[src/rtl/bmts_pkg.sv]
// Shared types for the test-and-set sequencer.
// Assumes: nothing; types only.
package bmts_pkg;
    typedef enum logic [2:0] {
        ST_IDLE    = 3'd0,
        ST_RD_ADDR = 3'd1,
        ST_RD_DATA = 3'd2,
        ST_WR_ADDR = 3'd3,
        ST_WR_DATA = 3'd4,
        ST_DONE    = 3'd5
    } bmts_state_e;

    typedef enum logic {
        TGT_REG = 1'b0,
        TGT_MEM = 1'b1
    } bmts_tgt_e;
endpackage

[src/rtl/bmts_merge.sv]
// Tests whether all masked bits of a word are set and forms the merged word.
// Assumes: purely combinational; a zero mask counts as all set.
module bmts_merge #(
    parameter int DATA_W = 16
) (
    input  logic [DATA_W-1:0] rd_word,
    input  logic [DATA_W-1:0] mask,
    output logic              all_set,
    output logic [DATA_W-1:0] merged
);
    localparam int MSB = DATA_W - 1;

    logic [MSB:0] miss;

    // Per-bit test and merge.
    for (genvar i = 0; i <= MSB; i++) begin : g_bit
        assign miss[i]   = mask[i] & ~rd_word[i];
        assign merged[i] = mask[i] | rd_word[i];
    end

    // All set when no masked bit is missing.
    assign all_set = ~|miss;
endmodule

[src/rtl/bmts_ctrl.sv]
// Sequencing state machine for one test-and-set operation.
// Assumes: memory data phase always follows its address phase by one cycle.
module bmts_ctrl
    import bmts_pkg::*;
(
    input  logic        clk,
    input  logic        rst_n,
    input  logic        cmd_valid,
    input  logic        cmd_tgt,
    output bmts_state_e state,
    output bmts_tgt_e   tgt_q,
    output logic        accept
);
    bmts_state_e state_d;

    assign accept = (state == ST_IDLE) && cmd_valid;

    // Next-state selection.
    always_comb begin
        state_d = state;
        unique case (state)
            ST_IDLE:    if (cmd_valid) state_d = cmd_tgt ? ST_RD_ADDR : ST_RD_DATA;
            ST_RD_ADDR: state_d = ST_RD_DATA;
            ST_RD_DATA: state_d = (tgt_q == TGT_MEM) ? ST_WR_ADDR : ST_WR_DATA;
            ST_WR_ADDR: state_d = ST_WR_DATA;
            ST_WR_DATA: state_d = ST_DONE;
            ST_DONE:    state_d = ST_IDLE;
            default:    state_d = ST_IDLE;
        endcase
    end

    // State and target registers.
    always_ff @(posedge clk) begin
        if (!rst_n) begin
            state <= ST_IDLE;
            tgt_q <= TGT_REG;
        end else begin
            state <= state_d;
            if (accept) tgt_q <= cmd_tgt ? TGT_MEM : TGT_REG;
        end
    end

    a_r2_accept_leaves_idle: assert property (@(posedge clk) disable iff (!rst_n)
        accept |=> (state != ST_IDLE));
    a_r7_done_to_idle: assert property (@(posedge clk) disable iff (!rst_n)
        (state == ST_DONE) |=> (state == ST_IDLE));
    a_r3_mem_read_path: assert property (@(posedge clk) disable iff (!rst_n)
        (state == ST_RD_ADDR) |=> (state == ST_RD_DATA));
endmodule

[src/rtl/bmts_seq.sv]
// Top of the bit mask test-and-set sequencer: captures a command, runs a
// locked read-modify-write on memory or a register, reports the test flag.
// Assumes: zero-wait-state memory; register read port is combinational.
module bmts_seq
    import bmts_pkg::*;
#(
    parameter int DATA_W = 16,
    parameter int ADDR_W = 16,
    parameter int REG_W  = 4
) (
    input  logic              clk,
    input  logic              rst_n,
    input  logic              cmd_valid,
    input  logic              cmd_tgt,
    input  logic [DATA_W-1:0] cmd_mask,
    input  logic [ADDR_W-1:0] cmd_addr,
    input  logic [REG_W-1:0]  cmd_reg,
    output logic              busy,
    output logic              done,
    output logic              t_flag,
    output logic              mem_req,
    output logic              mem_we,
    output logic              mem_lock,
    output logic [ADDR_W-1:0] mem_addr,
    output logic [DATA_W-1:0] mem_wdata,
    input  logic [DATA_W-1:0] mem_rdata,
    input  logic              mem_ok,
    output logic [REG_W-1:0]  rf_raddr,
    input  logic [DATA_W-1:0] rf_rdata,
    output logic              rf_we,
    output logic [REG_W-1:0]  rf_waddr,
    output logic [DATA_W-1:0] rf_wdata
);
    bmts_state_e       state;
    bmts_tgt_e         tgt_q;
    logic              accept;
    logic [DATA_W-1:0] mask_q;
    logic [DATA_W-1:0] rd_q;
    logic [ADDR_W-1:0] addr_q;
    logic [REG_W-1:0]  reg_q;
    logic              t_q;
    logic              all_set;
    logic [DATA_W-1:0] merged;
    logic              is_mem;
    logic              wr_fail;

    bmts_ctrl u_ctrl (
        .clk       (clk),
        .rst_n     (rst_n),
        .cmd_valid (cmd_valid),
        .cmd_tgt   (cmd_tgt),
        .state     (state),
        .tgt_q     (tgt_q),
        .accept    (accept)
    );

    bmts_merge #(.DATA_W(DATA_W)) u_merge (
        .rd_word (rd_q),
        .mask    (mask_q),
        .all_set (all_set),
        .merged  (merged)
    );

    assign is_mem  = (tgt_q == TGT_MEM);
    assign wr_fail = is_mem && !mem_ok;

    // Command capture, read capture and flag computation.
    always_ff @(posedge clk) begin
        if (!rst_n) begin
            mask_q <= '0;
            addr_q <= '0;
            reg_q  <= '0;
            rd_q   <= '0;
            t_q    <= 1'b0;
        end else begin
            if (accept) begin
                mask_q <= cmd_mask;
                addr_q <= cmd_addr;
                reg_q  <= cmd_reg;
            end
            if (state == ST_RD_DATA) rd_q <= is_mem ? mem_rdata : rf_rdata;
            if (state == ST_WR_DATA) t_q <= all_set | wr_fail;
        end
    end

    // Port decode from state.
    always_comb begin
        busy      = (state != ST_IDLE);
        done      = (state == ST_DONE);
        t_flag    = t_q;
        mem_req   = (state == ST_RD_ADDR) || (state == ST_WR_ADDR);
        mem_we    = (state == ST_WR_ADDR);
        mem_lock  = is_mem && ((state == ST_RD_ADDR) || (state == ST_RD_DATA)
                               || (state == ST_WR_ADDR));
        mem_addr  = addr_q;
        mem_wdata = merged;
        rf_raddr  = reg_q;
        rf_we     = !is_mem && (state == ST_WR_DATA);
        rf_waddr  = reg_q;
        rf_wdata  = merged;
    end

    a_r3_req_locked: assert property (@(posedge clk) disable iff (!rst_n)
        mem_req |-> mem_lock);
    a_r4_lock_starts_on_read: assert property (@(posedge clk) disable iff (!rst_n)
        $rose(mem_lock) |-> (mem_req && !mem_we));
    a_r4_lock_ends_after_write: assert property (@(posedge clk) disable iff (!rst_n)
        $fell(mem_lock) |-> $past(mem_we));
    a_r4_no_gap: assert property (@(posedge clk) disable iff (!rst_n)
        (mem_lock && !mem_req) |=> (mem_req && mem_we));
    a_r5_wdata_merge: assert property (@(posedge clk) disable iff (!rst_n)
        $past(mem_we) |-> (mem_wdata == ($past(mem_rdata, 2) | mask_q)));
    a_r6_fail_sets_flag: assert property (@(posedge clk) disable iff (!rst_n)
        ($past(mem_we) && !mem_ok) |=> (done && t_flag));
    a_r7_done_single: assert property (@(posedge clk) disable iff (!rst_n)
        done |=> (!done && !busy));
    a_r8_reg_no_bus: assert property (@(posedge clk) disable iff (!rst_n)
        rf_we |-> (!mem_req && !mem_lock));
endmodule

[config.mk]
export PLATFORM = sky130hd
export DESIGN_NAME = bmts_seq
export DESIGN_NICKNAME = d
export VERILOG_FILES = /design/src/rtl/bmts_pkg.sv /design/src/rtl/bmts_merge.sv /design/src/rtl/bmts_ctrl.sv /design/src/rtl/bmts_seq.sv
export SDC_FILE = /design/constraint.sdc
export NUM_CORES = 1
export LEC_CHECK = 0
export ABC_AREA = 1
export BUFFER_PORTS_ARGS = -buffer_cell sky130_fd_sc_hd__clkbuf_2
export CAP_MARGIN = 20
export CORE_ASPECT_RATIO = 0.75
export CORE_MARGIN = 4
export CORE_UTILIZATION = 40
export CTS_BUF_LIST = sky130_fd_sc_hd__clkbuf_4 sky130_fd_sc_hd__clkbuf_8
export DETAILED_ROUTE_END_ITERATION = 8
export HOLD_SLACK_MARGIN = 0.12
export PLACE_DENSITY = 0.72
export SETUP_SLACK_MARGIN = 0.1
export SYNTH_ARGS = -nofsm -noshare
export SYNTH_HDL_FRONTEND = slang
export SYNTH_SLANG_ARGS = --single-unit
[constraint.sdc]
create_clock -name clk -period 1.5 [get_ports clk]
set_input_delay 0.075 -clock clk [delete_from_list [all_inputs] [get_ports clk]]
set_output_delay 0.075 -clock clk [all_outputs]
set_load 0.1 [all_outputs]
# Word level (Yosys, flattened, before mapping)
# Index checks and enable logic that the tools add are counted.
[op_classes] n_reduce_logical=13 n_mux=6 bitwise=49 n_eq_ne=6
[op_table] cell="$or 1x1->1" n=17
[op_table] cell="$and 1x1->1" n=16
[op_table] cell="$mux 16" n=1
[op_table] cell="$not 1->1" n=16
[op_table] cell="$reduce_or 16->1" n=1
[op_table] cell="$pmux 3 s5" n=1
[op_table] cell="$eq 3x2->1 const B" n=2
[op_table] cell="$eq 3x3->1 const B" n=2
[op_table] cell="$mux 3" n=2
[op_table] cell="$logic_and 1x1->1" n=4
[op_table] cell="$eq 3x1->1 const B" n=1
[op_table] cell="$logic_not 1->1" n=3
[op_table] cell="$logic_not 3->1" n=1
[op_table] cell="$logic_or 1x1->1" n=3
[op_table] cell="$reduce_bool 3->1" n=1
[op_table] cell="$mux 2" n=1
[op_table] cell="$ne 2x2->1 const B" n=1
[op_table] cell="$mux 1" n=1
[word_totals] out_inout_bits=63 wordCells=81 inputBits=73 regBits=57

# Longest topological paths before layout
[logic_depth] depth_word=5 mapped_depth=8 mapped_depth_nobuf=8

# By module
# Synthesis repeated with hierarchy kept, for this count alone.
[hier_totals] cells_unflattened=440 hier_area_um2=2840.2
[modules_own_cells] mod="bmts_seq" instances=1 seq_area_each_um2=1061.0 area_each_um2=2374.8 cells_per_inst=349
[modules_own_cells] mod="bmts_merge" instances=1 seq_area_each_um2=0.0 area_each_um2=274.0 cells_per_inst=62
[modules_own_cells] mod="bmts_ctrl" instances=1 seq_area_each_um2=80.1 area_each_um2=191.4 cells_per_inst=29

# Worst setup path before layout
# No wires, ideal clock.
[synth_timing] path_type="reg-to-reg" start="register u_ctrl.state[0]" end="register u_ctrl.state[2]" stages_incl_launch_ff=5 n_path_buf=0 arrival_ns=2.788 required_ns=1.426 setup_slack_ns=-1.362 synth_period_minus_slack_ns=2.862 setup_ns=0.074 cell_sequence="dfxtp_1 > inv_1 > nor3_1 > nor3_1 > nor2_1"
[synth_between] elab_chain_len=2 word_cells_on_any_way=7 classes_between="eq/ne (5); mux (1); reduce/logical (1)"
[synth_lines] element="start: declaration" line="bmts_ctrl.sv:10" rtl="output bmts_state_e state,"
[synth_lines] element="start signal: assignment" line="bmts_ctrl.sv:38" rtl="state <= state_d;"
[synth_lines] element="$eq 3x2->1"
[synth_lines] element="via mem_we" line="bmts_seq.sv:22" rtl="output logic mem_we,"
[synth_lines] element="$pmux 3 s5" line="bmts_ctrl.sv:21" rtl="unique case (state)"
# The timed path passes the listed nets, and every way through them passes these cells.
# A chain may end at the register's enable or synchronous reset.

# Final worst setup path
[layout_timing] start="register u_ctrl.state[0]" end="output mem_we"
[layout_between] elab_chain_len=1
[layout_lines] element="$eq 3x2->1" line="bmts_seq.sv:92" rtl="mem_we = (state == ST_WR_ADDR);"
[layout_lines] element="end: declaration" line="bmts_seq.sv:22"
# No other way between the ends.

==> impl_metrics.py <==
metrics = {
    "global_routing": {
        "grt_max_degree": 55,
        "grt_overflow": 0,
        "grt_pass1_wl_um": 14800,
        "grt_pass1_vias": 3039,
        "grt_usage": 0.243,
        "antenna_found_initial": 0,
    },
    "clock_network": {
        "cts_sinks": 57,
        "clockBufferDepth": 2,
        "cts_tree": "yes",
        "root_buffer": "clkbuf_8",
        "cts_buffers": 9,
        "clkLatencyLatePin_ns": 0.34,
        "clkTransAtPathRegs_ns": 0.06,
        "htree_levels": 3,
    },
    "critical_path": {
        "arrival_ns": 1.36,
        "start_kind": "flip-flop",
        "worstSetupStartpoint": "u_ctrl.state[0]",
        "critPathKind": "flip-flop to primary output",
        "ff2ff_path_depth": 7,
        "end_kind": "primary output",
        "crit_required_ns": 1.42,
        "rr_startpoint": "u_ctrl.state[0]",
        "crit_fanout": 4,
        "worstSetupEndpoint": "mem_we",
        "timing.rr.end": "rd_q[11]",
        "r2r_setup_slack_ns": 0.11,
    },
    "timing": {
        "hold-worst-slack_ns": 0.304,
        "min_period_ns": 1.43,
        "fin_skew_ns": 0.00921,
        "fin_crit_sh": 0.954,
        "tightestPinTransition_ns": 0.570,
        "rsz0062_at_grt": "true",
        "drv_slew": 0,
        "finalHoldViolations": 0,
        "finalWorstSetupSlack_ns": 0.0688,
        "fmax_mhz": 699,
        "setup_viol": 0,
        "slew_headroom": 0.621,
    },
    "drt": {
        "drt_iter0_markers": 271,
        "first_pass_iters": 5,
        "wire_per_inst_um": 15.7,
        "via_per_inst": 4.99,
        "detail-route-antenna-nets": 0,
        "route.detailed.drc": 0,
        "vias": 3247,
        "routed_wl_um": 10200,
    },
    "yosys": {
        "yosysSeqAreaShare": 0.438,
        "syn_inst": 362,
        "yosys-top-cells-count": "nand2_1 (108), dfxtp_1 (57), a21oi_1 (36), inv_1 (36), buf_4 (24)",
        "syn_area_um2": 2610,
        "yosysTopAreaCell": "dfxtp_1",
        "synthesis.nets": 435,
        "synth_warnings": 0,
        "synthArstFlopShare": 0,
        "ys_ff_latch": 57,
        "synth_area_leaders": "dfxtp_1 (44%), nand2_1 (16%), a21oi_1 (6.9%)",
        "synth.distinct_cells": 24,
        "synth_edf_count": 0,
        "yosys.cell_count.top_type": "nand2_1",
        "synthFlopType": "dfxtp_1",
        "syn_area_per_cell_um2": 7.20,
        "synth_top_area_frac": 0.438,
    },
    "placed_design": {
        "finalWeightedCongestion": 0.839,
        "pre_cts_slack_ns": 0.0425,
        "port_buffers": 135,
        "place.detailed.hpwl_um": 5760,
    },
    "floorplanning": {
        "rows": 25,
        "io_pins": 136,
        "die_area_um2": 7880,
        "die_w_um": 101,
        "die-height_um": 77.9,
        "start_util": 0.412,
        "core_um2": 6320,
    },
    "pwr": {
        "swShare": 0.542,
        "pwr-share-comb": 0.565,
        "clockPowerShare": 0.174,
        "power_frac_seq": 0.261,
        "p_switching_mw": 3.84,
        "p_leak_nw": 2.07,
        "p_int_mw": 3.24,
        "cellPowerDensity_nw_per_um2": 1590,
        "ir_worst_vdd_mv": 0.688,
    },
    "outcome": {
        "run_status": "complete, no violations",
    },
    "cells_and_area": {
        "nNetsFinal": 639,
        "area_growth_pct": 71.0,
        "final_core_util": 0.705,
        "drive_above_1_share": 0.376,
    },
    "min_path": {
        "hp-class": "input port to flip-flop",
    },
    "flow_run": {
        "drv_cap": 0,
    },
}
cell families (layout without fill, tap and decap cells):
logic type             Yosys count  count (layout)  share of synthesized area
AO/OA/AOI/OAI                   74              74                      0.153
buffers and inverters           75             281                      0.150
flip-flops                      57              57                      0.438
other                            0               1                          0
AND/OR/NAND/NOR                156             157                      0.259
flip-flops by register name (all words and copies together) (netlist names):
signal        flops
mask_q           16
mem_addr         16
rd_q             16
rf_raddr          4
t_flag            1
u_ctrl.state      3
u_ctrl.tgt_q      1
cells in the final DEF, fill, tap and decap left out, types with 7 or more instances in the layout:
cell type        n
a21oi_1         35
buf_2           21
dfxtp_1         50
a31oi_1         16
buf_12           8
o21ai_1          7
nand2_1         92
nand2_2         15
o21ai_0         14
clkbuf_4         9
dlygate4sd3_1   71
inv_1           34
buf_4           20
nor2_1          11
clkbuf_2       101
nand3_1         20
clkbuf_8         9
timing repair:
| action | in CTS | in global routing |
|---|---|---|
| hold endpoints to repair | 54 | 0 |
| gates resized for setup | 9 | 39 |
| hold buffers | 71 | 0 |
| setup buffers | 2 | 11 |
| gates cloned | 0 | 1 |
| pin swaps | 4 | 6 |
| endpoints found under the setup margin | 21 | 59 |
per-stage QoR:
stage               cell area [µm²]  power (mW)  TNS [ns]  std cells
floorplan                      2700        5.02   -0.0702        362
global placement               3370        5.42         0        551
detailed placement             3370        5.46         0        551
CTS                            4290        6.88         0        638
global route                   4450        7.33         0        650
finish                         4460        7.09         0        651
worst min path at each step:
stage | startpoint | end | cells after the start
final | cmd_valid | mem_addr[4] | 4
after global routing | cmd_valid | rf_raddr[0] | 4
after CTS | cmd_valid | rf_raddr[1] | 4
after detailed placement | rf_rdata[2] | rd_q[2] | 3
after global placement | rf_rdata[6] | rd_q[6] | 3
after floorplan | rst_n | mask_q[0] | 2
power groups by stage:
stage               registers [mW]  logic (mW)  clock network, mW
finish                        1.85        4.01               1.23
global route                  1.86        4.17               1.30
CTS                           1.84        3.80               1.24
detailed placement            1.87        3.59                  0
global placement              1.86        3.56                  0
floorplan                     2.32        2.70                  0
critical path, stage by stage (launching register included):
cell	delay (ns)
dfxtp_2	0.36
inv_2	0.07
buf_6	0.13
nor3_4	0.24
buf_12	0.21
area by class of cell:
cell class	count	area, µm²
Fill cell	480	1860
Timing Repair Buffer	229	1700
Multi-Input combinational cell	231	1200
Sequential cell	57	1150
Clock buffer	13	154
Inverter	38	143
Tap cell	81	101
Clock inverter	1	5.00
Antenna cell	1	2.50
per-layer routing:
layer	up-vias	global-route usage	part of all wire
li1	1553	-	-
met1	1467	0.291	0.39
met2	183	0.403	0.50
met3	44	0.0530	0.074
met4	0	0.129	0.039
met5	-	0	0
No activity file was read; power rests on OpenSTA's default activity.
